[src/rtl/ccr_seq_pkg.sv]
package ccr_seq_pkg;
   typedef enum logic [1:0] {
      ST_IDLE   = 2'd0,
      ST_SELECT = 2'd1,
      ST_ACTIVE = 2'd2,
      ST_TERM   = 2'd3
   } seq_state_t;

   localparam int NUM_SECT  = 5;
   localparam int SECT_STAT = 4;
endpackage

[src/rtl/ccr_sect_decode.sv]
module ccr_sect_decode #(
   parameter int ADDR_W    = 6,
   parameter int AL0_BASE  = 0,
   parameter int AL1_BASE  = 8,
   parameter int CTL_BASE  = 16,
   parameter int RTC_BASE  = 48,
   parameter int STAT_ADDR = 63
) (
   input  logic [ADDR_W-1:0] addr,
   output logic              defined,
   output logic              is_status,
   output logic [ADDR_W-1:0] next_addr
);
   import ccr_seq_pkg::*;

   localparam int SIZES [NUM_SECT] = '{8, 8, 4, 8, 1};
   localparam int BASES [NUM_SECT] = '{AL0_BASE, AL1_BASE, CTL_BASE, RTC_BASE, STAT_ADDR};

   logic [NUM_SECT-1:0] hit;
   logic [ADDR_W-1:0]   nxt [NUM_SECT];
   logic [ADDR_W-1:0]   step;

   assign step = addr + 1'b1;

   for (genvar i = 0; i < NUM_SECT; i++) begin : g_sect
      localparam logic [ADDR_W-1:0] MASK = ADDR_W'(SIZES[i] - 1);
      localparam logic [ADDR_W-1:0] BASE = ADDR_W'(BASES[i]);

      if ((BASES[i] % SIZES[i]) != 0) begin : g_bad_align
         $error("section %0d base not aligned to its size", i);
      end
      if (BASES[i] + SIZES[i] > (1 << ADDR_W)) begin : g_bad_range
         $error("section %0d exceeds the address space", i);
      end
      for (genvar j = i + 1; j < NUM_SECT; j++) begin : g_ovl
         if ((BASES[i] < BASES[j] + SIZES[j]) && (BASES[j] < BASES[i] + SIZES[i])) begin : g_bad_ovl
            $error("sections %0d and %0d overlap", i, j);
         end
      end

      assign hit[i] = ((addr & ~MASK) == BASE);
      assign nxt[i] = (addr & ~MASK) | (step & MASK);
   end

   always_comb begin
      next_addr = step;
      for (int k = 0; k < NUM_SECT; k++) begin
         if (hit[k]) next_addr = nxt[k];
      end
   end

   assign defined   = |hit;
   assign is_status = hit[SECT_STAT];
endmodule

[src/rtl/ccr_sel_timer.sv]
module ccr_sel_timer #(
   parameter int LIMIT = 9
) (
   input  logic clk,
   input  logic rst_n,
   input  logic clear,
   input  logic run,
   input  logic tick,
   output logic expire
);
   localparam int CW = $clog2(LIMIT + 1);

   if (LIMIT < 1) begin : g_bad_limit
      $error("LIMIT must be at least 1");
   end

   logic [CW-1:0] cnt_q;

   always_ff @(posedge clk or negedge rst_n) begin
      if (!rst_n)             cnt_q <= '0;
      else if (clear)         cnt_q <= '0;
      else if (run && tick)   cnt_q <= cnt_q + 1'b1;
   end

   assign expire = run && tick && (cnt_q == CW'(LIMIT - 1));
endmodule

[src/rtl/ccr_wr_enable.sv]
module ccr_wr_enable #(
   parameter int DATA_W   = 8,
   parameter int WEL_BIT  = 1,
   parameter int RWEL_BIT = 2
) (
   input  logic              clk,
   input  logic              rst_n,
   input  logic              upd,
   input  logic [DATA_W-1:0] data,
   output logic              wel,
   output logic              rwel
);
   if (WEL_BIT >= DATA_W || RWEL_BIT >= DATA_W || WEL_BIT == RWEL_BIT) begin : g_bad_bits
      $error("enable bit positions invalid");
   end

   always_ff @(posedge clk or negedge rst_n) begin
      if (!rst_n) begin
         wel  <= 1'b0;
         rwel <= 1'b0;
      end else if (upd) begin
         wel  <= data[WEL_BIT];
         rwel <= data[WEL_BIT] && data[RWEL_BIT] && wel;
      end
   end
endmodule

[src/rtl/ccr_addr_seq.sv]
module ccr_addr_seq #(
   parameter int ADDR_W    = 6,
   parameter int DATA_W    = 8,
   parameter int AL0_BASE  = 0,
   parameter int AL1_BASE  = 8,
   parameter int CTL_BASE  = 16,
   parameter int RTC_BASE  = 48,
   parameter int STAT_ADDR = 63,
   parameter int SEL_TICKS = 9,
   parameter int WEL_BIT   = 1,
   parameter int RWEL_BIT  = 2
) (
   input  logic              clk,
   input  logic              rst_n,
   input  logic              bus_start,
   input  logic              bus_stop,
   input  logic              scl_tick,
   input  logic              sel_ok,
   input  logic              addr_load,
   input  logic [ADDR_W-1:0] addr_in,
   input  logic              rd_byte,
   input  logic              wr_byte,
   input  logic [DATA_W-1:0] wr_data,
   output logic [ADDR_W-1:0] reg_addr,
   output logic              addr_defined,
   output logic              wr_permit,
   output logic              terminate,
   output logic              wr_commit
);
   import ccr_seq_pkg::*;

   seq_state_t        state_q;
   logic [ADDR_W-1:0] addr_q;
   logic [ADDR_W-1:0] next_addr;
   logic              touched_q;
   logic              pending_q;
   logic              commit_q;
   logic              is_status;
   logic              wel, rwel;
   logic              active;
   logic              quiet;
   logic              expire;
   logic              access;
   logic              en_upd;

   ccr_sect_decode #(
      .ADDR_W(ADDR_W), .AL0_BASE(AL0_BASE), .AL1_BASE(AL1_BASE),
      .CTL_BASE(CTL_BASE), .RTC_BASE(RTC_BASE), .STAT_ADDR(STAT_ADDR)
   ) u_decode (
      .addr(addr_q), .defined(addr_defined), .is_status(is_status), .next_addr(next_addr)
   );

   ccr_sel_timer #(.LIMIT(SEL_TICKS)) u_timer (
      .clk(clk), .rst_n(rst_n), .clear(bus_start),
      .run(state_q == ST_SELECT && !sel_ok && quiet),
      .tick(scl_tick), .expire(expire)
   );

   ccr_wr_enable #(.DATA_W(DATA_W), .WEL_BIT(WEL_BIT), .RWEL_BIT(RWEL_BIT)) u_enable (
      .clk(clk), .rst_n(rst_n), .upd(en_upd), .data(wr_data), .wel(wel), .rwel(rwel)
   );

   assign active = (state_q == ST_ACTIVE);
   assign quiet  = !bus_start && !bus_stop;
   assign access = active && quiet && !addr_load && (rd_byte || wr_byte);
   assign en_upd = access && wr_byte && is_status && !touched_q;

   always_ff @(posedge clk or negedge rst_n) begin
      if (!rst_n) begin
         state_q   <= ST_IDLE;
         addr_q    <= '0;
         touched_q <= 1'b0;
         pending_q <= 1'b0;
         commit_q  <= 1'b0;
      end else begin
         commit_q <= 1'b0;
         if (bus_start) begin
            state_q   <= ST_SELECT;
            touched_q <= 1'b0;
            pending_q <= 1'b0;
         end else if (bus_stop) begin
            state_q   <= ST_IDLE;
            touched_q <= 1'b0;
            pending_q <= 1'b0;
            commit_q  <= pending_q;
         end else begin
            unique case (state_q)
               ST_SELECT: begin
                  if (sel_ok) begin
                     state_q   <= ST_ACTIVE;
                     touched_q <= 1'b0;
                  end else if (expire) begin
                     state_q   <= ST_IDLE;
                  end
               end
               ST_ACTIVE: begin
                  if (addr_load) begin
                     addr_q    <= addr_in;
                     touched_q <= 1'b0;
                  end else if (access) begin
                     if (is_status && touched_q) begin
                        state_q <= ST_TERM;
                     end else begin
                        addr_q    <= next_addr;
                        touched_q <= 1'b1;
                        if (wr_byte && wr_permit && !is_status) pending_q <= 1'b1;
                     end
                  end
               end
               default: ;
            endcase
         end
      end
   end

   assign reg_addr  = addr_q;
   assign wr_permit = active && addr_defined && (is_status ? !touched_q : (wel && rwel));
   assign terminate = (state_q == ST_TERM);
   assign wr_commit = commit_q;
endmodule

[config.mk]
export PLATFORM = sky130hd
export DESIGN_NAME = ccr_addr_seq
export DESIGN_NICKNAME = d
export VERILOG_FILES = /design/src/rtl/ccr_seq_pkg.sv /design/src/rtl/ccr_sect_decode.sv /design/src/rtl/ccr_sel_timer.sv /design/src/rtl/ccr_wr_enable.sv /design/src/rtl/ccr_addr_seq.sv
export SDC_FILE = /design/constraint.sdc
export NUM_CORES = 1
export LEC_CHECK = 0
export BUFFER_PORTS_ARGS = -buffer_cell sky130_fd_sc_hd__buf_2
export CELL_PAD_IN_SITES_DETAIL_PLACEMENT = 1
export CELL_PAD_IN_SITES_GLOBAL_PLACEMENT = 2
export CORE_MARGIN = 2
export CORE_UTILIZATION = 29
export CTS_CLUSTER_DIAMETER = 50
export DETAILED_ROUTE_END_ITERATION = 8
export HOLD_SLACK_MARGIN = 0.08
export PLACE_DENSITY = 0.87
export SYNTH_ARGS = -nofsm -noshare
export SYNTH_HDL_FRONTEND = slang
export SYNTH_SLANG_ARGS = --single-unit
[constraint.sdc]
create_clock -name clk -period 2.85 [get_ports clk]
set_input_delay 0.285 -clock clk [delete_from_list [all_inputs] [get_ports clk]]
set_output_delay 0.285 -clock clk [all_outputs]
set_load 0.02 [all_outputs]
==> flow_summary_export.csv, run 1 <==
group,metric,value,unit
outcome,status,"complete, no violations",
routing,ant_nets,0,
placed_design,dp_hpwl,2160,um
worst_setup_path,end_kind,"flip-flop",
cells_and_area,area_growth,19.6,%
worst_setup_path,slowest_stage,"or4b_1",
timing,max_freq,417,MHz
global_route,grt_pass1_vias,1028,
global_route,grt-ovfl-total,0,
worst_setup_path,cp-start-kind,"flip-flop",
routing,wl_per_cell,14.4,um
yosys,synthMuxAreaShare,4.65,%
clock_network,cts_setup_buffers,0,
yosys,synth_compound_area_share,19.6,%
hold_path,hp-class,"input pin to flip-flop",
die,die_w,66.4,um
clock_network,cts_buffers,3,
yosys,synth_edf_count,0,
worst_setup_path,r2r_slack,0.45,ns
timing,tightest_slew,0.419,ns
clock_network,clockBufferDepth,2,
cells_and_area,drive_gt1_share,23.2,%
clock_network,htree_levels,1,
yosys,yosys_register_bits,17,
power_and_ir_drop,p_per_area,444,nW/um^2
yosys,synth.area.top_cells,"dfrtp_1 (38%), ha_1 (6.6%), o21ai_0 (4.4%)",
die,initial_core_util,30.4,%
timing,drv_slew,0,
yosys,synth_top_area_share,37.7,%
worst_setup_path,arrival,2.54,ns
worst_setup_path,critical_path_class,"flip-flop to flip-flop",
placed_design,gp_congestion,0.735,
yosys,syn_area_per_cell,8.62,sq um
timing,fin_crit_sh,84.1,%
job,drv_cap,0,
yosys,synth_top_family_by_area,"simple AND/OR/NAND/NOR gates",
yosys,ys.flop_type,"dfrtp_1",
timing,setup_violations,0,
worst_setup_path,cpPeakStageDelay,0.54,ns
die,die_height,66.4,um
clock_network,hold_buffers,1,
power_and_ir_drop,p_leak,0.621,nW
placed_design,dp_cells,198,
timing,rsz0062_at_grt,"no",
worst_setup_path,reg2reg_from,"reg_addr[0]",
yosys,synthAdderAreaFrac,6.64,%
global_route,grt_antenna_before_repair,0,
routing,drc_errors,0,
worst_setup_path,critPathLaunch,"reg_addr[0]",
clock_network,clock_latency,0.26,ns
routing,drt_iter0_markers,41,
yosys,synth_async_sr_flop_share,100,%
cells_and_area,antenna_cells,0,
die,die_area,4410,sq um
yosys,synth_top_cell_by_area,"dfrtp_1",
yosys,yosys_warnings,0,
timing,finalHoldViolCount,0,
yosys,synth-xor-area-share,2.33,%
routing,routed_via_density,5.15,
global_route,grt_start_max_net_pins,18,
power_and_ir_drop,ir_drop,0.000111,V
clock_network,root_buffer,"clkbuf_8",
worst_setup_path,path_delay_family,"simple AND/OR/NAND/NOR gates",
yosys,syn-num-nets,160,
global_route,grt_pass1_wl,4750,um
timing,tns,0,ns
clock_network,tritoncts,"built",
yosys,netlist_area,1130,sq um
clock_network,path_clk_slew,0.08,ns
cells_and_area,fin_cells,203,
timing,period_minus_slack,2.40,ns
yosys,synth.most_common_cell,"dfrtp_1",
global_route,grt_use_total,14.0,%
yosys,synth-simple-area-share,24.7,%
yosys,synth_top_cells_by_count,"dfrtp_1 (17), nand2_1 (12), nor2_1 (12)",
timing,max_slew_margin,71.9,%
cells_and_area,nets,185,
yosys,ys_types,38,
clock_network,clock-sinks,17,
worst_setup_path,path_cells,"ha_1 -> and3_4 -> nand3_2 -> or4b_1 -> a221o_1 -> a2111oi_2",
worst_setup_path,crit_fanout,6,
worst_setup_path,crit_required,2.99,ns
yosys,ys_seq_area_share,37.7,%
routing,drt_wl_total,2920,um
placed_design,portBuffers,26,
timing,fin_skew,0.00941,ns
die,rows,22,
die,core_area,3720,sq um
worst_setup_path,critPathBufInv,0,
routing,vias,1045,
die,boundaryPins,33,
yosys,synth_cells,131,
routing,firstDrtPassIters,4,
hold_path,worstHoldStart,"bus_stop",
clock_network,cts-resized-gates,0,
==> where the power goes <==
| group | total (mW) | internal [mW] | switching, mW |
|---|---|---|---|
| Sequential | 0.277 | 0.255 | 0.0226 |
| Combinational | 0.134 | 0.0562 | 0.0776 |
| Clock | 0.188 | 0.0985 | 0.0899 |
| Total | 0.600 | 0.410 | 0.190 |
==> placed cells by master, fill, tap and decap left out, drive strengths merged, types with 2 or more instances in the layout <==
cell type   n
and3        7
a31oi       2
o21a        2
nand3       5
ha          6
xor2        2
clkbuf      3
nor3        4
dfrtp      17
o22ai       4
mux2i       3
nand2      12
a21oi       7
nor2       12
inv         6
nor2b       4
o21ai      10
nand2b      3
buf        26
mux2        2
==> path summary, 6_finish.rpt <==
kind	endpoint	cells past startpoint
setup reg to reg	state_q[1]	6
hold / removal	pending_q	2
max in group asynchronous	u_timer.cnt_q[0]	2
hold reg to reg	u_enable.rwel	1
setup / recovery	state_q[1]	6
min in group asynchronous	pending_q	2
==> final cells by class <==
cell class,instances,area [sq um]
timing repair buffer,27,140
multi-input combinational,101,654
clock buffer,3,41.3
fill,469,2360
tap,48,60.1
inverter,6,22.5
sequential,17,425
clock inverter,1,7.51
==> per-stage QoR <==
step | setup WS (ns) | util, % | power (mW) | hold WS, ns | area, sq um
after floorplan | 0.577 | - | 0.366 | -0.0106 | 1130
after global placement | 0.568 | 34.8 | 0.407 | 0.231 | 1290
after detailed placement | 0.502 | 34.8 | 0.415 | 0.233 | 1290
after CTS | 0.443 | 36.4 | 0.608 | 0.258 | 1350
after global routing | 0.313 | 36.4 | 0.635 | 0.271 | 1350
final | 0.452 | 36.4 | 0.600 | 0.257 | 1350
==> state kept, by name, indices dropped and copies added, names as in the netlist <==
name	cells
reg_addr	6
state_q	2
u_enable.rwel	1
u_timer.cnt_q	4
touched_q	1
pending_q	1
u_enable.wel	1
wr_commit	1
==> layer usage <==
layer | vias to the layer above | part of all wire (%) | wire length (um) | track usage (%)
met5 | - | 0 | 0 | 0
met4 | 0 | 0.45 | 13 | 2.30
met3 | 2 | 3.5 | 102 | 3.07
met2 | 19 | 51 | 1490 | 25.5
met1 | 508 | 45 | 1310 | 16.9
li1 | 516 | - | - | -
==> logic make-up after synthesis <==
kind of cell / count (synthesis)
adder cells (fa/ha/maj): 6
AO/OA/AOI/OAI: 34
AND/OR/NAND/NOR: 53
buffers and inverters: 13
multiplexers: 5
XOR/XNOR: 3
flip-flops: 17
==> worst reg2reg max path, stage by stage, from the launching register on <==
cell and delay [ns]:
dfrtp_1 0.44, ha_1 0.28, and3_4 0.23, nand3_2 0.09
or4b_1 0.54, a221o_1 0.35, a2111oi_2 0.35
No activity file was read; power rests on OpenSTA's default activity.
==> inputs of run 2 (changes only) <==
Clock period 2.85 ns to 2.5 ns, I/O delays scaled along.
==> flow_summary_export.csv, run 2 (synthesis gave the netlist of run 1 again) <==
group,metric,value,unit
outcome,status,"complete, no violations",
global_route,grt_antenna_before_repair,0,
clock_network,tritoncts,"built",
clock_network,path_clk_slew,0.07,ns
timing,max_slew_margin,69.2,%
placed_design,portBuffers,26,
job,drv_cap,0,
cells_and_area,nets,187,
die,die_w,66.4,um
die,die_height,66.4,um
hold_path,whs_endpoint,"state_q[1]",
die,boundaryPins,33,
hold_path,whs_path_depth,2,
placed_design,gp_congestion,0.737,
global_route,grt_pass1_wl,4940,um
worst_setup_path,cp-start-kind,"flip-flop",
routing,drt_iter0_markers,34,
hold_path,worstHoldStart,"bus_stop",
routing,routed_via_density,5.19,
die,rows,22,
cells_and_area,most-common-layout-cells,"buf_2 (26), dfrtp_1 (17), nor2_1 (12), nand2_1 (12), o21ai_0 (10)",
clock_network,cts_setup_buffers,0,
routing,vias,1063,
power_and_ir_drop,p_leak,0.630,nW
worst_setup_path,crit_fanout,6,
timing,max_freq,430,MHz
clock_network,clockBufferDepth,2,
timing,drv_slew,0,
clock_network,root_buffer,"clkbuf_8",
worst_setup_path,ff2ff_path_depth,6,
timing,tns,0,ns
cells_and_area,area_growth,20.6,%
timing,setup_violations,0,
global_route,grt-ovfl-total,0,
routing,drt_wl_total,2930,um
worst_setup_path,crit_required,2.65,ns
clock_network,clock-sinks,17,
placed_design,dp_slack,0.177,ns
cells_and_area,final_common_cell,"buf_2",
die,die_area,4410,sq um
global_route,grt_use_total,14.8,%
clock_network,htree_levels,1,
die,core_area,3720,sq um
worst_setup_path,arrival,2.48,ns
worst_setup_path,regToRegEndpoint,"state_q[1]",
power_and_ir_drop,p_per_area,497,nW/um^2
cells_and_area,drive_gt1_share,23.6,%
timing,tightest_slew,0.460,ns
timing,rsz0062_at_grt,"no",
worst_setup_path,reg2reg_from,"reg_addr[0]",
worst_setup_path,r2r_slack,0.17,ns
placed_design,dp_hpwl,2190,um
clock_network,cts_buffers,3,
timing,period_minus_slack,2.33,ns
routing,drc_errors,0,
worst_setup_path,critical_path_class,"flip-flop to flip-flop",
die,initial_core_util,30.4,%
timing,setup_slack,0.172,ns
cells_and_area,antenna_cells,0,
timing,fin_skew,0.00191,ns
global_route,grt_start_max_net_pins,18,
clock_network,hold_buffers,1,
hold_path,hp-class,"input pin to flip-flop",
clock_network,cts-resized-gates,0,
timing,finalHoldViolCount,0,
cells_and_area,fillers,452,
routing,firstDrtPassIters,4,
cells_and_area,largest_reg_flops,6,
power_and_ir_drop,ir_drop,0.000158,V
routing,ant_nets,0,
worst_setup_path,end_kind,"flip-flop",
timing,fin_crit_sh,93.1,%
global_route,grt_pass1_vias,1076,
routing,wl_per_cell,14.3,um
clock_network,clock_latency,0.25,ns
-- run 2: metal layers --
layer / track usage [%] / part of all wire (%) / vias to the layer above
li1: - / - / 519
met1: 17.5 / 44 / 519
met2: 26.3 / 50 / 20
met3: 2.04 / 3.6 / 5
met4: 6.89 / 2.0 / 0
met5: 0 / 0 / -
-- run 2: how the worst max path moves through the flow --
stage | from | endpoint | slack [ns] | depth (start not counted)
3_5_place_dp | reg_addr[0] | state_q[1] | 0.18 | 6
2_1_floorplan | reg_addr[0] | state_q[1] | 0.23 | 6
4_1_cts | reg_addr[0] | state_q[1] | 0.16 | 6
6_report | reg_addr[0] | state_q[1] | 0.17 | 6
5_1_grt | reg_addr[0] | state_q[1] | 0.02 | 6
3_3_place_gp | reg_addr[0] | state_q[1] | 0.23 | 6
-- run 2: power breakdown --
| group | internal, mW | switching [mW] |
|---|---|---|
| combinational | 0.0646 | 0.0899 |
| sequential | 0.291 | 0.0236 |
| clock | 0.113 | 0.0949 |
| total | 0.469 | 0.208 |
-- run 2: cell type report --
class	instances	area (sq um)	share of cell area [%]
Multi-Input combinational cell	101	654	48.0
Sequential cell	17	425	31.2
Timing Repair Buffer	29	155	11.4
Tap cell	48	60.1	4.41
Clock buffer	4	45.0	3.31
Inverter	6	22.5	1.65
-- run 2: worst max-delay path: stages (launching register included) --
cell and delay [ns]:
dfrtp_1 0.43, ha_1 0.27, and3_4 0.23, nand3_2 0.08, or4b_1 0.53, a221o_1 0.34
a2111oi_2 0.35
-- run 2: per-stage QoR --
step | utilization [%] | instances | hold slack (ns) | power, mW | cell area [sq um]
finish | 36.7 | 205 | 0.230 | 0.677 | 1360
floorplan | - | 131 | -0.0456 | 0.418 | 1130
global route | 36.7 | 205 | 0.233 | 0.714 | 1360
detailed placement | 35.2 | 200 | 0.200 | 0.474 | 1310
global placement | 35.2 | 200 | 0.198 | 0.465 | 1310
CTS | 36.7 | 205 | 0.227 | 0.689 | 1360
